### src/rtl/jpg_pkg.sv
package jpg_pkg;
  localparam int unsigned CG_W = 10;

  typedef enum logic [2:0] {
    SEL_CUSTOM  = 3'b000,
    SEL_HIGH    = 3'b001,
    SEL_MIXED   = 3'b010,
    SEL_LOW     = 3'b011,
    SEL_PRBS    = 3'b100,
    SEL_LOW_ALT = 3'b101,
    SEL_RSV_A   = 3'b110,
    SEL_RSV_B   = 3'b111
  } pat_sel_e;

  localparam logic [CG_W-1:0] PAT_HIGH  = 10'b1010101010;
  localparam logic [CG_W-1:0] PAT_MIX_A = 10'b1111101011;
  localparam logic [CG_W-1:0] PAT_MIX_B = 10'b0000010100;
  localparam logic [CG_W-1:0] PAT_LOW   = 10'b1111100000;

  typedef struct packed {
    logic            en;
    pat_sel_e        sel;
    logic [CG_W-1:0] custom;
  } diag_cfg_t;
endpackage

### src/rtl/jpg_cfg.sv
module jpg_cfg
  import jpg_pkg::*;
(
  input  logic            clk_i,
  input  logic            rst_ni,
  input  logic            en_i,
  input  logic [2:0]      sel_i,
  input  logic [CG_W-1:0] custom_i,
  output diag_cfg_t       cfg_o,
  output logic            restart_o,
  output logic            phase_o
);
  diag_cfg_t cfg_q;
  logic      phase_q;

  // restart when mode identity changes; custom value alone does not restart
  assign restart_o = (en_i != cfg_q.en) || (pat_sel_e'(sel_i) != cfg_q.sel);

  always_ff @(posedge clk_i or negedge rst_ni) begin
    if (!rst_ni) begin
      cfg_q   <= '{en: 1'b0, sel: SEL_CUSTOM, custom: '0};
      phase_q <= 1'b0;
    end else begin
      cfg_q.en     <= en_i;
      cfg_q.sel    <= pat_sel_e'(sel_i);
      cfg_q.custom <= custom_i;
      phase_q      <= restart_o ? 1'b0 : ~phase_q;
    end
  end

  assign cfg_o   = cfg_q;
  assign phase_o = phase_q;
endmodule

### src/rtl/jpg_prbs.sv
module jpg_prbs #(
  parameter int unsigned LFSR_W  = 7,
  parameter int unsigned TAP_A   = 7,
  parameter int unsigned TAP_B   = 6,
  parameter int unsigned GROUP_W = 10,
  parameter logic [LFSR_W-1:0] SEED = 7'h7F
) (
  input  logic               clk_i,
  input  logic               rst_ni,
  input  logic               restart_i,
  output logic [GROUP_W-1:0] group_o,
  output logic [LFSR_W-1:0]  state_o
);
  logic [LFSR_W-1:0]           lfsr_q;
  logic [GROUP_W:0][LFSR_W-1:0] chain;

  assign chain[0] = lfsr_q;

  for (genvar i = 0; i < GROUP_W; i++) begin : g_step
    logic nb;
    assign nb                   = chain[i][TAP_A-1] ^ chain[i][TAP_B-1];
    assign chain[i+1]           = {chain[i][LFSR_W-2:0], nb};
    assign group_o[GROUP_W-1-i] = nb;  // first generated bit leaves first
  end

  always_ff @(posedge clk_i or negedge rst_ni) begin
    if (!rst_ni)        lfsr_q <= SEED;
    else if (restart_i) lfsr_q <= SEED;
    else                lfsr_q <= chain[GROUP_W];
  end

  assign state_o = lfsr_q;
endmodule

### src/rtl/jitter_pattern_gen.sv
module jitter_pattern_gen
  import jpg_pkg::*;
#(
  parameter int unsigned LFSR_W = 7,
  parameter logic [LFSR_W-1:0] LFSR_SEED = 7'h7F
) (
  input  logic            clk_i,
  input  logic            rst_ni,
  input  logic            diag_en_i,
  input  logic [2:0]      pat_sel_i,
  input  logic [CG_W-1:0] custom_pat_i,
  input  logic [CG_W-1:0] tx_cg_i,
  output logic [CG_W-1:0] tx_cg_o
);
  diag_cfg_t       cfg;
  logic            restart;
  logic            phase;
  logic [CG_W-1:0] prbs_grp;
  logic [LFSR_W-1:0] lfsr_q;
  logic [CG_W-1:0] diag_grp;

  jpg_cfg i_cfg (
    .clk_i     (clk_i),
    .rst_ni    (rst_ni),
    .en_i      (diag_en_i),
    .sel_i     (pat_sel_i),
    .custom_i  (custom_pat_i),
    .cfg_o     (cfg),
    .restart_o (restart),
    .phase_o   (phase)
  );

  jpg_prbs #(
    .LFSR_W  (LFSR_W),
    .TAP_A   (7),
    .TAP_B   (6),
    .GROUP_W (CG_W),
    .SEED    (LFSR_SEED)
  ) i_prbs (
    .clk_i     (clk_i),
    .rst_ni    (rst_ni),
    .restart_i (restart),
    .group_o   (prbs_grp),
    .state_o   (lfsr_q)
  );

  always_comb begin
    unique case (cfg.sel)
      SEL_CUSTOM: diag_grp = cfg.custom;
      SEL_HIGH:   diag_grp = PAT_HIGH;
      SEL_MIXED:  diag_grp = phase ? PAT_MIX_B : PAT_MIX_A;
      SEL_PRBS:   diag_grp = prbs_grp;
      default:    diag_grp = PAT_LOW;  // low tones and reserved codes
    endcase
  end

  assign tx_cg_o = cfg.en ? diag_grp : tx_cg_i;
endmodule

### config.mk
export PLATFORM = sky130hd
export DESIGN_NAME = jitter_pattern_gen
export DESIGN_NICKNAME = d
export VERILOG_FILES = /design/src/rtl/jpg_pkg.sv /design/src/rtl/jpg_cfg.sv /design/src/rtl/jpg_prbs.sv /design/src/rtl/jitter_pattern_gen.sv
export SDC_FILE = /design/constraint.sdc
export NUM_CORES = 1
export LEC_CHECK = 0
export ABC_CLOCK_PERIOD_IN_PS = 2200
export BUFFER_PORTS_ARGS = -buffer_cell sky130_fd_sc_hd__clkbuf_2
export CORE_MARGIN = 4
export CORE_UTILIZATION = 40
export DETAILED_ROUTE_END_ITERATION = 10
export MAX_ROUTING_LAYER = met4
export PLACE_DENSITY = 0.61
export RECOVER_POWER = 25
export SYNTH_ARGS = -nofsm -noshare
export SYNTH_HDL_FRONTEND = slang
export SYNTH_HIERARCHICAL = 1
export SYNTH_SLANG_ARGS = --single-unit
### constraint.sdc
create_clock -name clk_i -period 2.2 [get_ports clk_i]
set_input_delay 0.33 -clock clk_i [delete_from_list [all_inputs] [get_ports clk_i]]
set_output_delay 0.33 -clock clk_i [all_outputs]
set_load 0.02 [all_outputs]
== After elaboration in Yosys (flattened, before gate mapping) ==
Index checks and enable logic that the tools add are counted.
Widths: inputs -> output; s select.

* Bits in registers: 22
* Input port bits: 26
* Output and inout port bits: 10
* Word-level logic and storage cells: 28

* Equal/unequal tests: 5
* Mux-type cells: 5
* Bitwise operators: 11
* Reduce and logical (&&, ||, !) cells: 2

{| class="wikitable"
|+ Operators with widths
! cell !! count
|-
| $pmux 10 s4 || 1
|-
| $mux 10 || 2
|-
| $xor 1x1->1 || 10
|-
| $mux 7 || 1
|-
| $eq 3x1->1 const B || 1
|-
| $eq 3x2->1 const B || 1
|-
| $eq 3x3->1 const B || 1
|-
| $logic_not 3->1 || 1
|-
| $ne 3x3->1 || 1
|-
| $logic_or 1x1->1 || 1
|-
| $mux 1 || 1
|-
| $ne 1x1->1 || 1
|-
| $not 1->1 || 1
|}

== Depth between registers and ports, before layout ==
Gate-level depths: netlist (run 1).

* Word-level depth: 4
* Depth in mapped cells: 6
* Mapped depth without buffers: 5

== Cells and area by module ==
The synthesis (run 1) kept the hierarchy.

{| class="wikitable"
|+ By module, submodules not included
! module !! times used !! cells an instance !! area an instance (µm²) !! seq. area each (µm²)
|-
| jpg_cfg || 1 || 21 || 420.4 || 375.4
|-
| jpg_prbs || 1 || 37 || 415.4 || 183.9
|-
| jitter_pattern_gen || 1 || 55 || 375.4 || 0.0
|}

== Worst setup path after synthesis (run 1) ==
No wires, ideal clock.

* Kind: reg2out
* From: register i_prbs.lfsr_q[5], in the netlist i_prbs/state_o[5]
* To: output port tx_cg_o[3]
* Data arrival time: 1.389 ns
* Required time: 1.870 ns
* Slack: 0.481 ns
* Cell stages (with the launch flop): 7
* Path buffers: 1
* Cell sequence: dfstp_2 xnor2_2 xnor2_1 buf_4 nand3b_1 a21oi_1 o221a_2

* Longest elaborated chain between the ends: 4

{| class="wikitable"
|+ Ends and longest elaborated chain
! item !! line !! text
|-
| start: declaration || jpg_prbs.sv:14 || <nowiki>logic [LFSR_W-1:0] lfsr_q;</nowiki>
|-
| start signal: assignment || jpg_prbs.sv:29 || <nowiki>else lfsr_q <= chain[GROUP_W];</nowiki>
|-
| $xor 1x1->1 (2 in a row) || jpg_prbs.sv:21 || <nowiki>assign nb = chain[i][TAP_A-1] ^ chain[i][TAP_B-1];</nowiki>
|-
| via i_prbs.g_step[6].nb || jpg_prbs.sv:20 || <nowiki>logic nb;</nowiki>
|-
| $pmux 10 s4 || jitter_pattern_gen.sv:48 || <nowiki>unique case (cfg.sel)</nowiki>
|-
| $mux 10 || jitter_pattern_gen.sv:57 || <nowiki>assign tx_cg_o = cfg.en ? diag_grp : tx_cg_i;</nowiki>
|-
| end: declaration || jitter_pattern_gen.sv:13 || <nowiki>output logic [CG_W-1:0] tx_cg_o</nowiki>
|}

The timed path passes the listed nets, and every way through them passes these cells.

== Worst setup path in the final report (run 1) ==
* From: register i_prbs.lfsr_q[5], in the netlist i_prbs/state_o[5]
* To: output port tx_cg_o[3]

* Longest elaborated chain between the ends: 4

{| class="wikitable"
|+ Ends and longest elaborated chain
! item !! line !! text
|-
| $xor 1x1->1 (2 in a row) || jpg_prbs.sv:21 ||
|-
| via prbs_grp[3] || jitter_pattern_gen.sv:18 || <nowiki>logic [CG_W-1:0] prbs_grp;</nowiki>
|-
| $pmux 10 s4 || jitter_pattern_gen.sv:48 ||
|-
| $mux 10 || jitter_pattern_gen.sv:57 ||
|}

The timed path passes the listed nets, and every way through them passes these cells.

==> results of run 1 <==
-- flip-flops by register name, indices dropped and copies added, names as in the netlist --
name,count
i_prbs/state_o,7
i_cfg/cfg_o,14
i_cfg/phase_o,1
-- per-layer routing --
layer | vias up | GRT usage (%) | share of wire, %
met5 | - | - | 0
met4 | 0 | 5.785 | 1.3
met3 | 2 | 3.417 | 5.2
met2 | 21 | 19.37 | 46
met1 | 404 | 16.18 | 48
li1 | 430 | - | -
-- timing repair --
action | CTS | global route
resized for setup | 1 | 6
pin swaps | 0 | 3
endpoints found under the hold margin | 8 | 0
endpoints found under the setup margin | 5 | 2
setup buffers | 0 | 1
hold buffers | 1 | 0
-- final cells by class --
type	count	area (um^2)	share of cell area [%]
multi-input combinational	70	541.8	39.04
sequential	22	561.8	40.49
inverter	6	22.52	1.623
clock buffer	4	26.28	1.894
timing repair buffer	37	196.4	14.16
tap	31	38.79	2.795
-- per-stage QoR --
step / area [um^2] / power [W] / TNS, ns / cells
after detailed placement: 1323 / 0.0006252 / 0 / 164
after floorplan: 1211 / 0.0005873 / 0 / 113
final: 1388 / 0.0008020 / 0 / 170
after global placement: 1323 / 0.0006226 / 0 / 164
after global routing: 1388 / 0.0008604 / -0.04103 / 170
after CTS: 1360 / 0.0008074 / 0 / 169
-- cells in the final DEF, fill, tap and decap left out, drive strengths merged, types with 3 or more instances in the layout --
master   n
a211oi   3
a21oi    3
clkbuf  38
dfrtp   15
dfstp    7
inv      6
mux2i    5
nand2b   3
nand3b   3
nor2     4
nor2b    4
o21ai    4
o221ai   3
or2      7
xnor2    6
xor2     8
-- how the worst min path moves through the flow --
stage / endpoint / start
after floorplan: i_cfg/cfg_o[0] / rst_ni
after global placement: i_cfg/cfg_o[0] / rst_ni
after detailed placement: i_cfg/cfg_o[0] / rst_ni
after CTS: i_cfg/cfg_o[0] / custom_pat_i[0]
after global routing: i_cfg/cfg_o[0] / custom_pat_i[0]
final: i_cfg/cfg_o[1] / custom_pat_i[1]
-- logic make-up after synthesis --
group                  Yosys count
buffers and inverters           21
XOR/XNOR                        14
multiplexers                     6
AND/OR/NAND/NOR                 27
flip-flops                      22
AO/OA/AOI/OAI                   23
-- where the power goes --
group | leakage [nW] | internal, W | switching, W
registers | 0.249 | 0.000430 | 0.0000314
clock network | 0.0150 | 0.0000703 | 0.000104
logic | 0.359 | 0.0000843 | 0.0000819
-- worst register-to-register path, stage by stage (launching register included) --
cell	delay, ns
dfrtp_1	0.66
xnor2_1	0.19
nand4_1	0.33
or2_2	0.41
==> metrics.yaml, run 1 <==
detailed_routing:
  drt-initial-drc-count: 29
  wirelength_mm: 2.259
  vias_per_cell: 5.041
  drc: 0
  drtPass1Iterations: 2
  routedWlPerCell_um: 13.29
  vias: 857
  drtAntennaViolNets: 0
finish:
  n_antenna_cell: 0
  finish.utilization_pct: 49.05
  syn_to_final_growth_pct: 14.57
  nets: 166
  fillers: 274
  layout-drive-gt1-share_pct: 41.73
synth:
  synth-async-reset-ratio_pct: 100.0
  ys_ff_latch: 22
  ys.flop_type: "dfrtp_1"
  synth_top_family_by_area: "compound AO/OA/AOI/OAI gates"
  synthSimpleGateAreaFrac_pct: 12.91
  synth-edff-count: 0
  synth_cells: 113
  syn-cell-area_mm2: 0.001211
  synth-compound-area-share_pct: 14.77
  synth_most_common_cell: "dfrtp_1"
  yosysTopAreaCell: "dfrtp_1"
  seq_area_frac_synth_pct: 46.18
  synth_top_area_share_pct: 30.99
  synth_fp_nets: 139
  muxShareOfSynthArea_pct: 5.062
  postSynthAreaPerCell_um2: 10.72
  yosys.area_share.xor_xnor_pct: 10.74
  synth_warnings: 6
  synthTopCellsByArea: "dfrtp_1, dfstp_2, buf_4"
  yosys.area_share.adder_pct: 0
  synth_common_cells: "dfrtp_1, buf_4, xor2_1"
  ys_types: 32
placed_design:
  numPortBuffers: 35
  hpwl_mm: 1.775
  gp_congestion: 0.7489
  post-place-ws_ns: 0.3034
global_routing:
  grt_max_degree: 23
  grt_overflow: 0
  grt_pass1_wl_mm: 3.995
  grt_pass1_vias: 880
  track_usage_pct: 12.89
  antenna_found_initial: 0
sta:
  tightestPinTransition_ns: 0.5044
  hold_violations: 0
  slew_violations: 0
  timing.hold.ws_ns: 0.1339
  skew_ns: 0.01003
  max_freq_mhz: 476.6
  relSlewSlack_pct: 66.37
  rsz0062_at_grt: "yes"
  finalCritPeriodShare_pct: 95.38
  postLayoutSetupSlackWorst_ns: 0.1017
  setup_viol: 0
  period_needed_ns: 2.098
floorplanning:
  core_region_area_mm2: 0.002829
  die_area_mm2: 0.003972
  die_h_um: 63.03
  row_count: 19
  io_pins: 36
  die_w_um: 63.03
  start_util_pct: 42.81
pwr:
  power_density_mw_per_mm2: 578.0
  leakagePower_nw: 0.6221
  vdd_drop_max_v: 0.0002430
critical_path:
  cp.depth: 6
  end_kind: "output port"
  endpoint: "tx_cg_o[3]"
  cp_top_family: "flip-flops"
  critPathSlowestCell: "dfstp_2"
  r2r-end: "i_prbs/state_o[5]"
  critPathLaunchType: "register"
  cp_max_fo: 3
  startpoint: "i_prbs/state_o[5]"
  ff2ff_path_depth: 3
  reg2reg_slack_ns: 0.55
  cp_num_buf_inv: 1
  critical_path_required_ns: 1.87
  worstPathArrival_ns: 1.77
  crit_type: "reg -> out"
  regToRegStartpoint: "i_cfg/cfg_o[13]"
  path_cells: "xnor2_4, xnor2_1, nand3b_1, a21oi_2, o221a_2, buf_6"
  slowest_delay_ns: 0.62
hold_path:
  whs_path_depth: 1
  hp-class: "in -> reg"
clocking:
  worstSkewPairLatency_ns: 0.29
  clock_path_buffers: 2
  path_clk_slew_ns: 0.11
  numCtsBuffers: 3
  cts_tree: "done"
  clockRootBuffer: "clkbuf_4"
  cts.sinks: 22
  htreeDepth: 1
job:
  maxCapViolCount: 0
outcome:
  outcome: "completed"
Note: power is estimated with default switching activity, not from simulation.
==> run 2: changes to the inputs <==
==> constraint.sdc (replaced) <==
create_clock -name clk_i -period 2.2 [get_ports clk_i]
set_input_delay 0.33 -clock clk_i [delete_from_list [all_inputs] [get_ports clk_i]]
set_output_delay 0.33 -clock clk_i [all_outputs]
set_load 0.005 [all_outputs]
==> run 2 against run 1 <==
Compared with the run above:
- worst hold slack worse by 0.013 ns
- critical path depth is the same
- non-clock buffer count did not move
- clock-buffer cell count did not move
- clock skew rose by 0.0087 ns
- die area did not move
- first-iteration DRC count shrank 52%
- clock power up 4%
- largest power group unchanged
- highest routed layer unchanged
==> metrics.yaml, run 2 (same netlist as run 1, synthesis figures left out) <==
floorplanning:
  die_w_um: 63.03
  start_util_pct: 42.81
  io_pins: 36
  row_count: 19
  die_area_mm2: 0.003972
  die_h_um: 63.03
  core_region_area_mm2: 0.002829
placed_design:
  gp_congestion: 0.7751
  hpwl_mm: 1.812
  post-place-ws_ns: 0.3514
  dp_cells: 164
  numPortBuffers: 35
critical_path:
  path_cells: "xnor2_2, xnor2_1, nand3b_1, a21oi_2, o221a_2, clkbuf_2"
  critical_path_required_ns: 1.87
  end_kind: "output port"
  cp_num_buf_inv: 1
  critPathSlowestCell: "dfstp_2"
  cp_max_fo: 3
  cp_top_family: "flip-flops"
  slowest_delay_ns: 0.58
  critPathLaunchType: "register"
  r2r-end: "i_prbs/state_o[2]"
  ff2ff_path_depth: 3
  regToRegStartpoint: "i_cfg/cfg_o[13]"
  reg2reg_slack_ns: 0.57
  cp.depth: 6
  worstPathArrival_ns: 1.72
  crit_type: "reg -> out"
hold_path:
  whs_path_depth: 1
  whs_endpoint: "i_cfg/cfg_o[3]"
  hp-class: "in -> reg"
  hold_path.startpoint: "custom_pat_i[3]"
sta:
  rsz0062_at_grt: "no"
  fin_tns_setup_ns: 0
  hold_violations: 0
  relSlewSlack_pct: 64.63
  period_needed_ns: 2.046
  skew_ns: 0.01876
  slew_violations: 0
  finalCritPeriodShare_pct: 93.01
  max_freq_mhz: 488.7
  tightestPinTransition_ns: 0.5306
  setup_viol: 0
  postLayoutSetupSlackWorst_ns: 0.1538
pwr:
  vdd_drop_max_v: 0.0002669
  leakagePower_nw: 0.6152
  power_density_mw_per_mm2: 570.6
global_routing:
  grtUsageMet1_pct: 16.22
  grt_max_degree: 23
  grt.busiest_layer: "met2"
  track_usage_pct: 12.39
  grt_pass1_wl_mm: 3.836
  use_met2_pct: 18.45
  grt_overflow: 0
  met3_usage_pct: 2.878
  grt_pass1_vias: 831
  antenna_found_initial: 0
clocking:
  cts.sinks: 22
  worstSkewPairLatency_ns: 0.30
  cts_tree: "done"
  path_clk_slew_ns: 0.12
  clock_path_buffers: 2
  clockRootBuffer: "clkbuf_4"
  numCtsBuffers: 3
  htreeDepth: 1
outcome:
  outcome: "completed"
detailed_routing:
  vias: 864
  drtPass1Iterations: 4
  drt-initial-drc-count: 14
  drc: 0
  wirelength_mm: 2.298
  vias_per_cell: 5.082
  routedWlPerCell_um: 13.52
  drtAntennaViolNets: 0
finish:
  layoutNonFillerInstCount: 170
  nets: 166
  n_antenna_cell: 0
  layout_common_cells: "clkbuf_2, dfrtp_1, xor2_1"
  syn_to_final_growth_pct: 13.02
  finish.utilization_pct: 48.39
  layout_commonest_cell: "clkbuf_2"
  largest_register_ffs: 14
  fillers: 283
  layout-drive-gt1-share_pct: 41.01
job:
  maxCapViolCount: 0
[run 2: cell types whose count changed in the layout (fill, tap and decap cells not counted), sizes merged]
cell / previous run / this run
buf: 2 / 1
clkbuf: 38 / 39
[run 2: worst reg2reg max path, stage by stage (launching register included)]
cell     delay, ns
dfrtp_1       0.67
xnor2_1       0.17
nand4_1       0.30
or2_2         0.40
[run 2: per-layer routing]
| layer | wire length [um] | up-vias |
|---|---|---|
| met5 | 0 | - |
| met4 | 13 | 0 |
| met3 | 132 | 2 |
| met2 | 1057 | 21 |
| met1 | 1095 | 407 |
| li1 | - | 434 |
[run 2: where the power goes]
group          internal (W)  switching, W
Combinational     0.0000783     0.0000617
Clock             0.0000705      0.000111
Sequential         0.000430     0.0000298
Total              0.000578      0.000203
[run 2: layout make-up]
| cell class | instances | area [um^2] | share of cell area, % |
|---|---|---|---|
| Sequential cell | 22 | 561.8 | 41.04 |
| Multi-Input combinational cell | 70 | 530.5 | 38.76 |
| Timing Repair Buffer | 37 | 188.9 | 13.80 |
| Tap cell | 31 | 38.79 | 2.834 |
| Clock buffer | 4 | 26.28 | 1.920 |
| Inverter | 6 | 22.52 | 1.645 |
[run 2: how the worst max path moves through the flow]
| stage | slack (ns) | end | startpoint |
|---|---|---|---|
| CTS | 0.09 | tx_cg_o[3] | i_cfg/cfg_o[11] |
| global route | 0.03 | tx_cg_o[3] | i_prbs/state_o[5] |
| global placement | 0.40 | tx_cg_o[0] | i_cfg/cfg_o[12] |
| finish | 0.15 | tx_cg_o[3] | i_prbs/state_o[5] |
| detailed placement | 0.35 | tx_cg_o[0] | i_cfg/cfg_o[12] |
| floorplan | 0.55 | tx_cg_o[3] | i_prbs/state_o[5] |
[run 2: what timing repair did]
action,4_1_cts,5_1_grt
buffers inserted,0,1
setup endpoints to repair,1,2
hold buffers,1,0
gates resized for setup,1,2
hold endpoints to repair,8,0
pin swaps,0,0
[run 2: per-stage QoR]
stage / power (W) / hold slack (ns) / area [um^2]
floorplan: 0.0005671 / 0.03441 / 1211
global placement: 0.0006026 / 0.3271 / 1323
detailed placement: 0.0006052 / 0.3330 / 1323
CTS: 0.0007919 / 0.1090 / 1360
global route: 0.0008327 / 0.1012 / 1369
finish: 0.0007810 / 0.1211 / 1369
==> run 3: changes to the inputs <==
- RECOVER_POWER: 25 -> 50
==> run 3 against run 2 <==
Compared with the run above:
- global-route usage unchanged
- clock skew about the same
- total power about the same
- fmax about the same
- critical endpoint unchanged
- largest cell class unchanged
- highest routed layer unchanged
==> metrics.yaml, run 3 (same netlist as run 1, synthesis figures left out) <==
finish:
  largest_register_ffs: 14
  finish.utilization_pct: 48.30
  stdcell_area_mm2: 0.001366
  syn_to_final_growth_pct: 12.81
  layout_common_cells: "clkbuf_2, dfrtp_1, xor2_1"
  nets: 166
  layout-drive-gt1-share_pct: 39.57
  layout_commonest_cell: "clkbuf_2"
  n_antenna_cell: 0
  fillers: 284
critical_path:
  cp_max_fo: 3
  critPathLaunchType: "register"
  critPathSlowestCell: "dfstp_2"
  critical_path_required_ns: 1.87
  reg2reg_slack_ns: 0.57
  path_cells: "xnor2_2, xnor2_1, nand3b_1, a21oi_2, o221a_2, clkbuf_2"
  crit_type: "reg -> out"
  worstPathArrival_ns: 1.72
  r2r-end: "i_prbs/state_o[2]"
  regToRegStartpoint: "i_cfg/cfg_o[13]"
  ff2ff_path_depth: 3
  end_kind: "output port"
  slowest_delay_ns: 0.58
  cp_top_family: "flip-flops"
  cp_num_buf_inv: 1
floorplanning:
  io_pins: 36
  die_h_um: 63.03
  die_w_um: 63.03
  row_count: 19
  die_area_mm2: 0.003972
  core_region_area_mm2: 0.002829
  start_util_pct: 42.81
hold_path:
  whs_path_depth: 1
  hp-class: "in -> reg"
  hold_path.startpoint: "custom_pat_i[3]"
  whs_endpoint: "i_cfg/cfg_o[3]"
job:
  maxCapViolCount: 0
sta:
  postLayoutSetupSlackWorst_ns: 0.1538
  setup_viol: 0
  max_freq_mhz: 488.7
  skew_ns: 0.01890
  period_needed_ns: 2.046
  relSlewSlack_pct: 23.38
  tightestPinTransition_ns: 1.149
  slew_violations: 0
  rsz0062_at_grt: "no"
  hold_violations: 0
  finalCritPeriodShare_pct: 93.01
  fin_tns_setup_ns: 0
outcome:
  outcome: "completed"
detailed_routing:
  drt-initial-drc-count: 16
  vias: 864
  drtPass1Iterations: 3
  wirelength_mm: 2.302
  routedWlPerCell_um: 13.54
  vias_per_cell: 5.082
  drtAntennaViolNets: 0
  drc: 0
global_routing:
  grt_pass1_vias: 831
  track_usage_pct: 12.39
  grt_overflow: 0
  antenna_found_initial: 0
  grt_pass1_wl_mm: 3.836
  grt_max_degree: 23
placed_design:
  hpwl_mm: 1.812
  placed_cell_area_mm2: 0.001323
  numPortBuffers: 35
  gp_congestion: 0.7751
  post-place-ws_ns: 0.3514
pwr:
  power_density_mw_per_mm2: 571.4
  vdd_drop_max_v: 0.0002668
  power_w: 0.0007806
  leakagePower_nw: 0.6092
clocking:
  worstSkewPairLatency_ns: 0.30
  cts.sinks: 22
  cts_tree: "done"
  numCtsBuffers: 3
  path_clk_slew_ns: 0.12
  clockRootBuffer: "clkbuf_4"
  clock_path_buffers: 2
  htreeDepth: 1
-- run 3: cell types whose count changed in the layout (fill, tap and decap cells not counted) --
cell,change
clkbuf_2,-2
clkbuf_1,+2
-- run 3: worst max-delay path by stage --
stage                     cells after the start          to  slack, ns               from
after floorplan                               6  tx_cg_o[3]       0.55  i_prbs/state_o[5]
after global placement                        4  tx_cg_o[0]       0.40    i_cfg/cfg_o[12]
after detailed placement                      4  tx_cg_o[0]       0.35    i_cfg/cfg_o[12]
after CTS                                     4  tx_cg_o[3]       0.09    i_cfg/cfg_o[11]
after global routing                          6  tx_cg_o[3]       0.03  i_prbs/state_o[5]
final                                         6  tx_cg_o[3]       0.15  i_prbs/state_o[5]
-- run 3: stage by stage --
stage	instances	hold WS, ns
after floorplan	113	0.03441
after global placement	164	0.3271
after global routing	170	0.1012
after detailed placement	164	0.3330
after CTS	169	0.1090
final	170	0.1218
-- run 3: final cells by class --
| cell class | instances | area [um^2] | area share [%] |
|---|---|---|---|
| sequential | 22 | 561.8 | 41.12 |
| multi-input combinational | 70 | 530.5 | 38.83 |
| timing repair buffer | 37 | 186.4 | 13.64 |
| tap | 31 | 38.79 | 2.839 |
| clock buffer | 4 | 26.28 | 1.923 |
| inverter | 6 | 22.52 | 1.648 |
-- run 3: layer usage --
layer	part of all wire, %	vias up	global-route usage, %
met5	0	-	-
met4	0.56	0	4.959
met3	5.7	2	2.878
met2	46	21	18.45
met1	48	407	16.22
li1	-	434	-
-- run 3: power by group --
part	leakage, nW	switching, W	internal, W
logic	0.346	0.0000618	0.0000778
registers	0.249	0.0000298	0.000430
clock network	0.0150	0.000111	0.0000705
-- run 3: repair_timing --
action                                 4_1_cts  5_1_grt
hold buffers                                 1        0
setup endpoints to repair                    1        2
resized for setup                            1        2
endpoints found under the hold margin        8        0
setup buffers                                0        1
